$ cat config.mk
export PLATFORM = sky130hd
export DESIGN_NAME = pll_reseq
export DESIGN_NICKNAME = d
export VERILOG_FILES = /design/src/rtl/pll_reseq_pkg.sv /design/src/rtl/pll_reseq_pollcnt.sv /design/src/rtl/pll_reseq_ctlword.sv /design/src/rtl/pll_reseq.sv
export SDC_FILE = /design/constraint.sdc
export NUM_CORES = 1
export LEC_CHECK = 0
export BUFFER_PORTS_ARGS = -buffer_cell sky130_fd_sc_hd__buf_4
export CELL_PAD_IN_SITES_DETAIL_PLACEMENT = 1
export CELL_PAD_IN_SITES_GLOBAL_PLACEMENT = 2
export CORE_MARGIN = 2
export CORE_UTILIZATION = 34
export CTS_BUF_LIST = sky130_fd_sc_hd__clkbuf_2
export DETAILED_ROUTE_END_ITERATION = 7
export GPL_TIMING_DRIVEN = 0
export PLACE_DENSITY = 0.87
export REMOVE_ABC_BUFFERS = 1
export SYNTH_ARGS = -nofsm -noshare
export SYNTH_HDL_FRONTEND = slang
export SYNTH_HIERARCHICAL = 1
export SYNTH_SLANG_ARGS = --single-unit
$ cat constraint.sdc
create_clock -name clk -period 3.7 [get_ports clk]
set_input_delay 0.74 -clock clk [delete_from_list [all_inputs] [get_ports clk]]
set_output_delay 0.74 -clock clk [all_outputs]
set_load 0.03 [all_outputs]
$ cat src/rtl/pll_reseq_pkg.sv
package pll_reseq_pkg;

    typedef enum logic [3:0] {
        ST_IDLE,
        ST_RD_CTRL,
        ST_WR_PD,
        ST_WR_MUL,
        ST_WR_DIV,
        ST_WR_PU,
        ST_POLL,
        ST_WR_EN
    } seq_state_e;

    // register offsets relative to the PLL base
    localparam int OFS_STAT = 0;
    localparam int OFS_CTRL = 4;
    localparam int OFS_MULT = 8;
    localparam int OFS_DIV  = 12;

    // control register bit positions
    localparam int BIT_PWRDN  = 0;
    localparam int BIT_BYPASS = 1;
    localparam int BIT_DIR_IN = 2;
    localparam int BIT_DIR_OUT = 3;
    localparam int BIT_CLK_EN = 4;

    // status register bit position
    localparam int BIT_LOCK = 0;

endpackage

$ cat src/rtl/pll_reseq_pollcnt.sv
module pll_reseq_pollcnt #(
    parameter int TW = 16
) (
    input  logic          clk,
    input  logic          rst_n,
    input  logic          clear,
    input  logic          tick,
    input  logic [TW-1:0] limit,
    output logic          last
);
    localparam int CW = TW + 1;

    logic [CW-1:0] cnt_d, cnt_q;
    logic [CW-1:0] eff_limit;

    always_comb begin
        eff_limit = (limit == '0) ? CW'(1) : {1'b0, limit};
        last      = ((cnt_q + CW'(1)) >= eff_limit);
        cnt_d     = cnt_q;
        if (clear) begin
            cnt_d = '0;
        end else if (tick) begin
            cnt_d = cnt_q + CW'(1);
        end
    end

    always_ff @(posedge clk or negedge rst_n) begin
        if (!rst_n) begin
            cnt_q <= '0;
        end else begin
            cnt_q <= cnt_d;
        end
    end

endmodule

$ cat src/rtl/pll_reseq_ctlword.sv
module pll_reseq_ctlword
    import pll_reseq_pkg::*;
#(
    parameter int DW = 32
) (
    input  logic [DW-1:0] ctrl_rd,
    output logic [DW-1:0] pd_word,
    output logic [DW-1:0] pu_word,
    output logic [DW-1:0] en_word
);
    localparam logic [DW-1:0] CLR_MASK = (DW'(1) << BIT_BYPASS) | (DW'(1) << BIT_DIR_IN)
                                       | (DW'(1) << BIT_DIR_OUT) | (DW'(1) << BIT_CLK_EN);
    localparam logic [DW-1:0] PD_MASK  = DW'(1) << BIT_PWRDN;
    localparam logic [DW-1:0] EN_MASK  = DW'(1) << BIT_CLK_EN;

    always_comb begin
        pd_word = (ctrl_rd & ~CLR_MASK) | PD_MASK;
        pu_word = pd_word & ~PD_MASK;
        en_word = pu_word | EN_MASK;
    end

endmodule

$ cat src/rtl/pll_reseq.sv
module pll_reseq
    import pll_reseq_pkg::*;
#(
    parameter int          AW       = 16,
    parameter int          DW       = 32,
    parameter int          TW       = 16,
    parameter logic [31:0] DIV_WORD = 32'h0030_2062
) (
    input  logic          clk,
    input  logic          rst_n,
    input  logic          start,
    input  logic [DW-1:0] mult_word,
    input  logic [TW-1:0] lock_limit,
    input  logic [AW-1:0] pll_base,
    output logic          bus_valid,
    output logic          bus_write,
    output logic [AW-1:0] bus_addr,
    output logic [DW-1:0] bus_wdata,
    input  logic          bus_ready,
    input  logic [DW-1:0] bus_rdata,
    output logic          done,
    output logic          err
);
    localparam logic [DW-1:0] DIV_VAL = DW'(DIV_WORD);

    typedef struct packed {
        seq_state_e    st;
        logic [DW-1:0] ctrl;
        logic [DW-1:0] mult;
        logic          done;
        logic          err;
    } seq_regs_t;

    seq_regs_t r_d, r_q;

    logic          cnt_clear, cnt_tick, cnt_last;
    logic [DW-1:0] pd_word, pu_word, en_word;

    pll_reseq_ctlword #(.DW(DW)) u_words (
        .ctrl_rd (r_q.ctrl),
        .pd_word (pd_word),
        .pu_word (pu_word),
        .en_word (en_word)
    );

    pll_reseq_pollcnt #(.TW(TW)) u_polls (
        .clk   (clk),
        .rst_n (rst_n),
        .clear (cnt_clear),
        .tick  (cnt_tick),
        .limit (lock_limit),
        .last  (cnt_last)
    );

    always_comb begin
        r_d       = r_q;
        r_d.done  = 1'b0;
        cnt_clear = 1'b0;
        cnt_tick  = 1'b0;
        bus_valid = 1'b0;
        bus_write = 1'b0;
        bus_addr  = pll_base;
        bus_wdata = '0;

        unique case (r_q.st)
            ST_IDLE: begin
                if (start) begin
                    r_d.mult  = mult_word;
                    r_d.err   = 1'b0;
                    r_d.st    = ST_RD_CTRL;
                    cnt_clear = 1'b1;
                end
            end
            ST_RD_CTRL: begin
                bus_valid = 1'b1;
                bus_addr  = pll_base + AW'(OFS_CTRL);
                if (bus_ready) begin
                    r_d.ctrl = bus_rdata;
                    r_d.st   = ST_WR_PD;
                end
            end
            ST_WR_PD: begin
                bus_valid = 1'b1;
                bus_write = 1'b1;
                bus_addr  = pll_base + AW'(OFS_CTRL);
                bus_wdata = pd_word;
                if (bus_ready) r_d.st = ST_WR_MUL;
            end
            ST_WR_MUL: begin
                bus_valid = 1'b1;
                bus_write = 1'b1;
                bus_addr  = pll_base + AW'(OFS_MULT);
                bus_wdata = r_q.mult;
                if (bus_ready) r_d.st = ST_WR_DIV;
            end
            ST_WR_DIV: begin
                bus_valid = 1'b1;
                bus_write = 1'b1;
                bus_addr  = pll_base + AW'(OFS_DIV);
                bus_wdata = DIV_VAL;
                if (bus_ready) r_d.st = ST_WR_PU;
            end
            ST_WR_PU: begin
                bus_valid = 1'b1;
                bus_write = 1'b1;
                bus_addr  = pll_base + AW'(OFS_CTRL);
                bus_wdata = pu_word;
                if (bus_ready) r_d.st = ST_POLL;
            end
            ST_POLL: begin
                bus_valid = 1'b1;
                bus_addr  = pll_base + AW'(OFS_STAT);
                if (bus_ready) begin
                    if (bus_rdata[BIT_LOCK]) begin
                        r_d.st = ST_WR_EN;
                    end else if (cnt_last) begin
                        r_d.st   = ST_IDLE;
                        r_d.done = 1'b1;
                        r_d.err  = 1'b1;
                    end else begin
                        cnt_tick = 1'b1;
                    end
                end
            end
            ST_WR_EN: begin
                bus_valid = 1'b1;
                bus_write = 1'b1;
                bus_addr  = pll_base + AW'(OFS_CTRL);
                bus_wdata = en_word;
                if (bus_ready) begin
                    r_d.st   = ST_IDLE;
                    r_d.done = 1'b1;
                end
            end
            default: r_d.st = ST_IDLE;
        endcase
    end

    always_ff @(posedge clk or negedge rst_n) begin
        if (!rst_n) begin
            r_q.st   <= ST_IDLE;
            r_q.ctrl <= '0;
            r_q.mult <= '0;
            r_q.done <= 1'b0;
            r_q.err  <= 1'b0;
        end else begin
            r_q <= r_d;
        end
    end

    assign done = r_q.done;
    assign err  = r_q.err;

endmodule

Yosys cells after proc, flatten, opt, wreduce, memory -nomap -nowiden
Cells that the tools add are included.
{"block": "word_totals", "register_bits": 87, "input_bits": 100, "out_inout_bits": 52}
{"block": "op_classes", "magnitude_cmp": 1, "n_mux": 31, "add_sub_neg": 4, "eq_ne": 18, "n_reduce_logical": 11}
{"operator": "one-hot mux 32 bit (5 select lines)", "count": 1}
{"operator": "one-hot mux 16 bit (3 select lines)", "count": 1}
{"operator": "two-way mux 36 bit", "count": 1}
{"operator": "two-way mux 4 bit", "count": 9}
{"operator": "two-way mux 17 bit", "count": 2}
{"operator": "adder 16 x 4 -> 16 bit, second input constant", "count": 2}
{"operator": "one-hot mux 4 bit (8 select lines)", "count": 1}
{"operator": "!= test 2 bit, second input constant", "count": 10}
{"operator": "adder 17 x 1 -> 17 bit, second input constant", "count": 1}
{"operator": "greater-or-equal comparator 17 bit", "count": 1}
{"operator": "adder 16 x 3 -> 16 bit, second input constant", "count": 1}
{"operator": "== test 4 x 3 -> 1 bit, second input constant", "count": 4}
{"operator": "zero test 16 bit", "count": 1}
{"operator": "two-way mux 16 bit", "count": 1}
{"operator": "two-way mux 1 bit", "count": 10}
{"operator": "AND reduction 9 bit", "count": 1}
{"operator": "== test 4 x 2 -> 1 bit, second input constant", "count": 2}
{"operator": "OR reduction 7 bit", "count": 1}
{"operator": "two-way mux 2 bit", "count": 3}
{"operator": "AND reduction 5 bit", "count": 1}
{"operator": "OR reduction 5 bit", "count": 1}
{"operator": "== test 4 x 1 -> 1 bit, second input constant", "count": 1}
{"operator": "zero test 4 bit", "count": 1}
{"operator": "one-hot mux 1 bit (2 select lines)", "count": 2}
{"operator": "other kinds (4)", "count": 6}

Longest topological paths before layout
Gate-level depths: netlist (run 1).
{"block": "depth", "ltp_word": 9, "ltp_mapped": 18, "depth_no_buf": 16}

Cells and area by module
Netlist (run 1), hierarchy kept.
{"mod": "pll_reseq", "instances": 1, "area_per_inst_um2": 4186.5, "cells_each": 403}
{"mod": "pll_reseq_pollcnt", "instances": 1, "area_per_inst_um2": 1483.9, "cells_each": 175}
{"mod": "pll_reseq_ctlword", "instances": 1, "area_per_inst_um2": 728.2, "cells_each": 98}

Worst setup path after synthesis (run 1)
Ideal clock, no wire load.
{"block": "synth_path", "path_type": "register to output", "from": "register r_q[68] (netlist name)", "to": "output bus_addr[12]", "path_slack_ns": 0.203, "required_ns": 2.960, "path_stages_with_launch": 12, "t_arrival_ns": 2.757, "cell_sequence": "dfrtp_1 > buf_4 > buf_2 > nor2b_1 > xnor2_1 > inv_1 > fa_1 > nand3b_1 > a211oi_1 > a41o_1 > nand4_1 > xnor2_1"}
{"block": "synth_via", "elab_chain_len": 3, "word_cells_on_any_way": 8}
{"element": "start: declaration", "line_no": "pll_reseq.sv:34", "rtl": "seq_regs_t r_d, r_q;"}
{"element": "start signal: assignment", "line_no": "pll_reseq.sv:147", "rtl": "r_q <= r_d;"}
{"element": "== test 4 x 3 -> 1 bit, or another cell as far along", "line_no": "pll_reseq.sv:65", "rtl": "unique case (r_q.st)"}
{"element": "OR reduction 4 bit (no line)"}
{"element": "one-hot mux 16 bit (3 select lines) *", "line_no": "pll_reseq.sv:65"}
{"element": "end: declaration", "line_no": "pll_reseq.sv:17", "rtl": "output logic [AW-1:0] bus_addr,"}
Mark *: on every way between the ends. The rest lies on a longest branch, timed or not.

Final worst setup path (run 1)
{"block": "layout_path", "from": "register r_q[68] (netlist name)", "to": "output bus_addr[15]"}
The elaborated chain is that of the path after synthesis.

==> metrics.yaml, run 1 <==
highest_layer: "met4"
rsz0062_at_grt: "true"
n_antenna_cell: 0
grtUsageTotal: 0.1863
grt_pass1_wl_um: 28970
place_ws_ns: -0.5909
port_buffers: 143
cts_inserted_buffers: 9
drtPass1Iterations: 4
clk_pin_slew_worst_paths_ns: 0.26
grt_antenna_before_repair: 0
cp.required_ns: 2.96
hp-class: "in -> async"
fp.dieW_um: 139.2
grt_overflow: 0
core_area_mm2: 0.01796
num_vias: 4899
netlist_area_mm2: 0.006217
placed_cell_area_mm2: 0.006835
crit_slowest_cell: "dfrtp_4"
fmax_mhz: 260.8
cts-root-buf: "clkbuf_2"
dp_hpwl_um: 11930
holdWs_ns: 0.2859
clock_path_buffers: 2
fin_crit_sh: 1.036
clock-sinks: 81
path_class: "reg -> out"
maxSlewViolCount: 0
maxCapViolations: 0
dieArea_mm2: 0.01938
routed-wl-met3_um: 1250
worst_ir_drop_vdd_uv: 550.4
end_kind: "output pin"
drcViolationCount: 0
fin_ws_ns: -0.1346
rows: 49
clock-skew-final_ns: 0.03797
drive_gt1_frac: 0.3995
slew_headroom: 0.2761
final_antenna_net_count: 0
avgSynthCellArea_um2: 9.335
worstPathArrival_ns: 3.09
wire_per_inst_um: 18.60
fin_area_mm2: 0.007387
insertion_delay_ns: 0.61
tightest_slew_ns: 1.086
area_delta_synth_final_pct: 18.82
p_leak_nw: 3.473
synthCells: 666
die_h_um: 139.2
failed_checks: "negative setup slack"
tritoncts: "built"
dr_wl_met2_um: 9103
wl_met1_um: 7265
grt_pass1_vias: 5392
finalHoldViolations: 0
start_util: 0.3461
crit_top_cell: "buf_4"
ios: 152
drtIter0Drc: 156
setup_viol: 7
stdcell_count: 965
post-route-min-period_ns: 3.835
crit_path_max_incr_delay_ns: 0.55
status: "finished with violations"
crit_chain: "buf_12 > nor2b_4 > xnor2_2 > buf_4 > ha_4 > a21oi_2 > a211oi_2 > a41oi_2 > and4bb_1 > xor2_1 > buf_4"
cp_max_fo: 4
htreeDepth: 3
gp_congestion: 0.8524
start_kind: "flop"
yosysWarnings: 6
viasPerCell: 5.077
power_per_cell_area_mw_per_mm2: 816.1
dp_cells: 924
finalNetCount: 851
grt_max_degree: 82
routed_wl_um: 17950
## path summary, 6_finish.rpt
path                                       start          endpoint  slack, ns  cells past startpoint
worst min register to register           r_q[32]           r_q[32]       0.54                      1
min in group clk                   bus_rdata[31]           r_q[65]       0.33                      2
worst max-delay path                     r_q[68]      bus_addr[15]      -0.13                     11
max in group asynchronous                  rst_n           r_q[67]       2.57                      1
worst max register to register  u_polls/cnt_q[3]  u_polls/cnt_q[5]       0.27                     14
worst min-delay path                       rst_n           r_q[57]       0.29                      1
## final cells by class
cell class / instances / area [um^2]
flip-flops and latches: 81 / 2044
inverters: 22 / 82.58
clock buffers: 9 / 45.04
repair buffers: 175 / 1473
fillers: 2064 / 10580
clock inverters: 7 / 83.83
well taps: 229 / 286.5
multi-input cells: 442 / 3372
## where the power goes
group	internal, mW	switching [mW]
Combinational	1.78	2.14
Sequential	1.25	0.322
Clock	0.171	0.362
Total	3.20	2.83
## placed cells by master (no fill, tap or decap), types with 6 or more instances in the layout
master	count
buf_4	160
dfrtp_1	73
nand2_1	61
mux2_2	58
o21ai_0	55
mux2i_1	34
nor2_1	30
a22o_1	26
inv_1	22
xor2_1	21
xnor2_1	17
ha_1	17
a21oi_1	16
conb_1	15
clkbuf_2	9
nand3_1	8
nand4_1	7
buf_6	7
and3_1	6
## routing by layer
| layer | track usage | vias to the layer above |
|---|---|---|
| met2 | 0.3256 | 116 |
| li1 | - | 2332 |
| met4 | 0.05795 | 0 |
| met5 | 0 | - |
| met1 | 0.2173 | 2425 |
| met3 | 0.05988 | 26 |
## state kept, by name, summed over array words and instances, names as in the netlist
signal and flops:
r_q 62, u_polls/cnt_q 17, done 1, err 1
## what timing repair did
action                                 CTS  global route
gates resized for setup                 13            27
endpoints found under the hold margin    0             0
setup endpoints to repair               53            50
hold buffers                             0             0
buffers inserted                        18             7
pin swaps                               10            18
cloned                                   3             0
## critical path, delay by kind of cell (launching register included)
family,cells,cell delay [ns]
and+or+nand+nor,2,0.47
buffers and inverters,3,0.48
xor gates and xnor gates,2,0.24
adders and majority gates,1,0.25
AOI/OAI and AO/OA,3,0.54
DFF,1,0.55
## stage by stage
stage,power [mW],utilization,TNS (ns)
after global placement,4.830,0.3731,-144.24
after CTS,5.950,0.4045,-0.6847
after global routing,6.452,0.4112,-1.840
final,6.029,0.4112,-0.5114
after detailed placement,5.040,0.3805,-6.534
after floorplan,3.752,-,-9.174
Power figures use the tool's default switching activity.
==> inputs of run 2 (changes only) <==
==> constraint.sdc (replaced) <==
create_clock -name clk -period 4.3 [get_ports clk]
set_input_delay 0.86 -clock clk [delete_from_list [all_inputs] [get_ports clk]]
set_output_delay 0.86 -clock clk [all_outputs]
set_load 0.03 [all_outputs]
==> run 2 against run 1 <==
Net effect: the flow now finishes without violations; sequential share of layout area rose by 1.2 points; clock power down 14%; register-to-register slack improved by 0.30 ns; power fell by 20%; sequential power shrank 14%; utilization fell by 1.8 points; via count decreased by 1.3%; combinational power fell by 23%; critical path depth unchanged; setup slack improved by 0.39 ns; first-iteration DRC count decreased by 29%; die area is the same; highest routed layer unchanged.
==> metrics.yaml, run 2 (synthesis gave the netlist of run 1 again) <==
pwr-share-seq: 0.280  # +0.019
fp.dieW_um: 139.2  # unchanged
tritoncts: "built"
crit_slowest_cell: "dfrtp_4"
power_per_cell_area_mw_per_mm2: 683.6  # -16%
combPwrFrac: 0.624  # -0.027
cp_max_fo: 37  # +33
rsz0062_at_grt: "false"
fin_crit_sh: 0.9405
clock_path_buffers: 2  # unchanged
drive_gt1_frac: 0.3564  # -0.04301
worst_ir_drop_vdd_uv: 473.0  # -14%
crit_path_max_incr_delay_ns: 0.55  # about the same
cts_hold_buf: 0  # unchanged
finalHoldViolations: 0  # unchanged
status: "complete, no violations"
cp.required_ns: 3.44  # +0.48 ns
drtIter0Drc: 111  # -29%
cts_inserted_buffers: 9  # unchanged
path_class: "reg -> out"
insertion_delay_ns: 0.60  # about the same
rows: 49  # unchanged
end_kind: "output pin"
mostFrequentLayoutCell: "buf_4"
reg2reg_from: "u_polls/cnt_q[0]"
critPathTopFamily: "flip-flops"
hp-class: "in -> async"
pwr-share-clk: 0.095  # +0.006
placed_cell_area_mm2: 0.006835  # unchanged
clock-sinks: 81  # unchanged
maxCapViolations: 0  # unchanged
clk_pin_slew_worst_paths_ns: 0.27  # about the same
area_delta_synth_final_pct: 13.58
wire_per_inst_um: 17.57  # -5.6%
multiInputGateArea_mm2: 0.003258  # -3.4%
htreeDepth: 3  # unchanged
grt_max_degree: 82  # unchanged
drcViolationCount: 0  # unchanged
sw_frac_of_total: 0.4765  # +0.007425
p_sw_mw: 2.300  # -19%
clock-skew-final_ns: 0.04084  # +0.002864 ns
dp_hpwl_um: 11930  # unchanged
largest_register_ff_count: 62  # unchanged
port_buffers: 143  # unchanged
r2r_setup_slack_ns: 0.57  # +0.30 ns
crit_top_cell: "xnor2_1"
rr_worst_depth: 13  # -1
post-route-min-period_ns: 4.044
gp_congestion: 0.8524  # unchanged
cts-root-buf: "clkbuf_2"
grt_antenna_before_repair: 0  # unchanged
register_area_mm2: 0.002036  # -0.43%
dieArea_mm2: 0.01938  # unchanged
maxSlewViolCount: 0  # unchanged
setup_viol: 0  # -7
routed_wl_um: 16690  # -7.0%
holdWs_ns: 0.3954  # +0.1095 ns
die_h_um: 139.2  # unchanged
p_int_mw: 2.527  # -21%
drtPass1Iterations: 4  # unchanged
fin_area_mm2: 0.007062  # -4.4%
startpoint: "r_q[67]"
place_ws_ns: 0.009127  # +0.6000 ns
fmax_mhz: 247.3
n_antenna_cell: 0  # unchanged
timing.rr.end: "u_polls/cnt_q[11]"
worstPathArrival_ns: 3.18  # +0.09 ns
final_antenna_net_count: 0  # unchanged
fin_ws_ns: 0.2558  # +0.3905 ns
num_vias: 4837  # -1.3%
core_area_mm2: 0.01796  # unchanged
reg_top3: "r_q x62, u_polls/cnt_q x17"
start_kind: "flop"
layout_common_cells: "152 x buf_4, 78 x dfrtp_1, 62 x nand2_1, 59 x mux2_2, 56 x o21ai_0"
slew_headroom: 0.2812  # +0.005142
cp_num_buf_inv: 3  # unchanged
ios: 152  # unchanged
top_register: "r_q"
tightest_slew_ns: 1.078  # -0.007713 ns
grt_pass1_wl_um: 27620  # -4.7%
viasPerCell: 5.092  # +0.29%
grt_overflow: 0  # unchanged
p_leak_nw: 3.338  # -3.9%
finalNetCount: 836  # -1.8%
start_util: 0.3461  # unchanged
grt_pass1_vias: 5246  # -2.7%
crit_chain: "buf_12 > nor2b_2 > xnor2_1 > inv_1 > fa_2 > nand3b_1 > a211oi_1 > a41o_2 > nand4_1 > xnor2_1 > buf_4"
power.total_mw: 4.828  # -20%
fillers: 2091  # +1.3%
grtUsageTotal: 0.1762  # -0.01013
run 2: cell types whose count changed in the layout (fill, tap and decap cells not counted), sizes merged:
cell / previous run / this run
buf: 172 / 160
bufbuf: 3 / 0
run 2: layer usage:
metal	up-vias	wire length (um)	GRT usage
met3	22	1238	0.05919
met2	117	8349	0.3055
met4	0	301	0.05476
met1	2396	6797	0.2059
met5	-	0	0
li1	2302	-	-
run 2: worst max path at each step:
stage | end | slack [ns] | cells past startpoint
after global routing | bus_addr[12] | 0.03 | 11
after global placement | bus_wdata[14] | -1.70 | 4
after detailed placement | u_polls/cnt_q[10] | 0.009 | 13
after CTS | bus_addr[12] | 0.04 | 11
final | bus_addr[12] | 0.26 | 11
after floorplan | bus_addr[12] | 0.09 | 9
run 2: per-stage QoR:
stage | instances | setup TNS [ns] | util
5_1_grt | 950 | 0 | 0.3931
3_3_place_gp | 917 | -78.03 | 0.3731
3_5_place_dp | 924 | 0 | 0.3805
6_report | 950 | 0 | 0.3931
4_1_cts | 943 | 0 | 0.3899
2_1_floorplan | 545 | 0 | -
run 2: area by class of cell:
| cell class | count | area share |
|---|---|---|
| Tap cell | 229 | 0.04057 |
| Clock buffer | 9 | 0.006378 |
| Clock inverter | 7 | 0.01187 |
| Timing Repair Buffer | 160 | 0.1798 |
| Inverter | 22 | 0.01169 |
| Multi-Input combinational cell | 442 | 0.4614 |
| Sequential cell | 81 | 0.2883 |
run 2: what timing repair did:
action | 4_1_cts | 5_1_grt
hold endpoints to repair | 0 | 0
pin swaps | 0 | 2
setup endpoints to repair | 13 | 32
gates resized for setup | 4 | 3
buffers inserted | 3 | 7
run 2: power groups by stage:
stage	clock network, mW	registers (mW)	logic (mW)
after floorplan	0	1.41	1.82
after global placement	0	1.55	2.61
after detailed placement	0	1.43	2.91
after CTS	0.476	1.35	3.03
after global routing	0.516	1.41	3.27
final	0.460	1.35	3.01
run 2: worst reg2reg max path, cell delays in order, from the launching register on:
cell      delay [ns]
dfrtp_1         0.49
ha_1            0.35
nand3_1         0.31
nor3_1          0.31
xor2_1          0.18
ha_1            0.29
a211oi_1        0.29
o2111a_1        0.24
o211ai_1        0.16
nor3_4          0.32
buf_4           0.22
nand3_4         0.08
or3_1           0.31
a21oi_1         0.15
==> inputs of run 3 (changes only) <==
--- a/config.mk
+++ b/config.mk
@@ -14,7 +14,6 @@
 export DETAILED_ROUTE_END_ITERATION = 7
 export GPL_TIMING_DRIVEN = 0
 export PLACE_DENSITY = 0.87
-export REMOVE_ABC_BUFFERS = 1
 export SYNTH_ARGS = -nofsm -noshare
 export SYNTH_HDL_FRONTEND = slang
 export SYNTH_HIERARCHICAL = 1
==> run 3 against run 2 <==
Net effect: flip-flop and latch count stayed put; fmax hardly changed; clock-buffer cell count is 1 higher; critical endpoint is now bus_addr[14]; largest cell class unchanged.
==> metrics.yaml, run 3 (synthesis gave the netlist of run 1 again) <==
area_delta_synth_final_pct: 24.53
cp.required_ns: 3.44  # about the same
grtUsageTotal: 0.1957  # +0.01951
slew_headroom: 0.2707  # -0.01049
fin_crit_sh: 0.9398  # about the same
place_ws_ns: 0.4340  # +0.4248 ns
status: "complete, no violations"
drive_gt1_frac: 0.4212  # +0.06479
grt_max_degree: 82  # unchanged
finalNetCount: 955  # +14%
timing.setup.tns_ns: 0  # unchanged
grt_pass1_vias: 5699  # +8.6%
hp-class: "in -> async"
p_sw_mw: 2.406  # +4.6%
reg2reg_from: "u_polls/cnt_q[0]"
pwr-share-seq: 0.250  # -0.030
gp_congestion: 0.7858  # -7.8%
drcViolationCount: 0  # unchanged
grt_antenna_before_repair: 0  # unchanged
p_int_mw: 2.871  # +14%
reg_top3: "r_q x62, u_polls/cnt_q x17"
grt_overflow: 0  # unchanged
r2r_setup_slack_ns: 0.54  # -0.03 ns
pwr-share-clk: 0.064  # -0.031
tightest_slew_ns: 1.094  # +0.01574 ns
clock-skew-final_ns: 0.02172  # -0.01912 ns
cts-root-buf: "clkbuf_2"
routed_wl_um: 18640  # +12%
mostFrequentLayoutCell: "buf_4"
n_antenna_cell: 0  # unchanged
dieArea_mm2: 0.01938  # unchanged
cp_max_fo: 16  # -57%
combPwrFrac: 0.686  # +0.062
die_h_um: 139.2  # unchanged
insertion_delay_ns: 0.56  # -0.04 ns
crit_slowest_cell: "fa_1"
rr_worst_depth: 14  # +1
port_buffers: 144  # +0.70%
clock_path_buffers: 2  # unchanged
cp_num_cells: 11  # unchanged
crit_chain: "buf_6 > buf_4 > xnor2_1 > inv_1 > fa_1 > nand3b_1 > a211oi_1 > a41o_2 > nand4_1 > xnor2_1 > buf_4"
dp_cells: 1052  # +14%
setup_viol: 0  # unchanged
sw_frac_of_total: 0.4559  # -0.02062
maxSlewViolCount: 0  # unchanged
post-route-min-period_ns: 4.041  # -0.002892 ns
rsz0062_at_grt: "false"
power.total_mw: 5.277  # +9.3%
fmax_mhz: 247.4  # about the same
timing.rr.end: "u_polls/cnt_q[8]"
final_antenna_net_count: 0  # unchanged
maxCapViolations: 0  # unchanged
start_util: 0.3461  # unchanged
stdcell_count: 1067  # +12%
p_leak_nw: 3.820  # +14%
wire_per_inst_um: 17.47  # -0.55%
worst_ir_drop_vdd_uv: 365.2  # -23%
finalHoldViolations: 0  # unchanged
num_vias: 5215  # +7.8%
cp_num_buf_inv: 4  # +1
grt_pass1_wl_um: 30130  # +9.1%
viasPerCell: 4.888  # -4.0%
drtIter0Drc: 182  # +64%
crit_path_max_incr_delay_ns: 0.43  # -0.12 ns
clk_pin_slew_worst_paths_ns: 0.21  # -0.06 ns
start_kind: "flop"
cts_inserted_buffers: 9  # unchanged
tritoncts: "built"
path_class: "reg -> out"
end_kind: "output pin"
power_per_cell_area_mw_per_mm2: 681.6  # -0.29%
top_register: "r_q"
fin_ws_ns: 0.2587  # +0.002892 ns
drtPass1Iterations: 4  # unchanged
ios: 152  # unchanged
rows: 49  # unchanged
htreeDepth: 3  # unchanged
critPathTopFamily: "buffers and inverters"
layout_common_cells: "251 x buf_4, 80 x dfrtp_1, 62 x nand2_1, 59 x mux2_2, 56 x o21ai_0"
fp.dieW_um: 139.2  # unchanged
cts_hold_buf: 0  # unchanged
dp_hpwl_um: 14350  # +20%
largest_register_ff_count: 62  # unchanged
core_area_mm2: 0.01796  # unchanged
worstPathArrival_ns: 3.18  # about the same
clock-sinks: 81  # unchanged
[run 3: changes by cell type in the layout (fill, tap and decap cells not counted), moves of 3 or more]
cell,delta
buf_2,+10
clkbuf_1,+12
buf_1,+3
buf_12,-4
buf_4,+99
[run 3: repair_timing]
item                       4_1_cts  5_1_grt
resized for setup                5        2
setup buffers                    0        4
setup endpoints to repair        5        5
[run 3: power by group through the flow]
stage / logic, mW / clock network (mW) / registers, mW
2_1_floorplan: 2.58 / 0 / 1.26
3_3_place_gp: 3.50 / 0 / 1.30
3_5_place_dp: 3.62 / 0 / 1.33
4_1_cts: 3.64 / 0.365 / 1.31
5_1_grt: 3.90 / 0.403 / 1.37
6_report: 3.62 / 0.340 / 1.32
[run 3: how the worst max path moves through the flow]
stage	slack, ns	startpoint	end
after floorplan	0.68	r_q[68]	bus_addr[12]
after global placement	0.55	u_polls/cnt_q[0]	u_polls/cnt_q[14]
after detailed placement	0.43	u_polls/cnt_q[0]	u_polls/cnt_q[14]
after CTS	0.03	r_q[67]	bus_addr[14]
after global routing	0.003	r_q[66]	bus_addr[14]
final	0.26	r_q[66]	bus_addr[14]
[run 3: worst reg2reg max path, delay by kind of cell, from the launching register on]
kind	cells	cell delay [ns]
xor+xnor	1	0.26
compound gates	4	0.80
simple gates	6	1.30
fa+ha+maj	2	0.65
buf+inv	1	0.23
flops	1	0.49
[run 3: layout make-up]
cell class	count	area [um^2]
clock buffer	10	50.05
timing repair buffer	148	1111
tap	229	286.5
multi-input combinational	442	3246
sequential	81	2028
buffer	131	915.9
clock inverter	4	22.52
fill	2117	10220
inverter	22	82.58
[run 3: metal layers]
layer,vias to the layer above,part of all wire,track usage
met2,84,0.51,0.3421
met4,0,0.016,0.04466
met1,2568,0.44,0.2472
li1,2542,-,-
met5,-,0,0
met3,21,0.031,0.04301
[run 3: through the flow]
step	hold slack [ns]	cell area, um^2	util
4_1_cts	0.4349	7709	0.4291
3_5_place_dp	0.4966	7634	0.4250
3_3_place_gp	0.4895	7634	0.4250
6_report	0.4384	7742	0.4310
2_1_floorplan	0.4799	6266	-
5_1_grt	0.3724	7742	0.4310
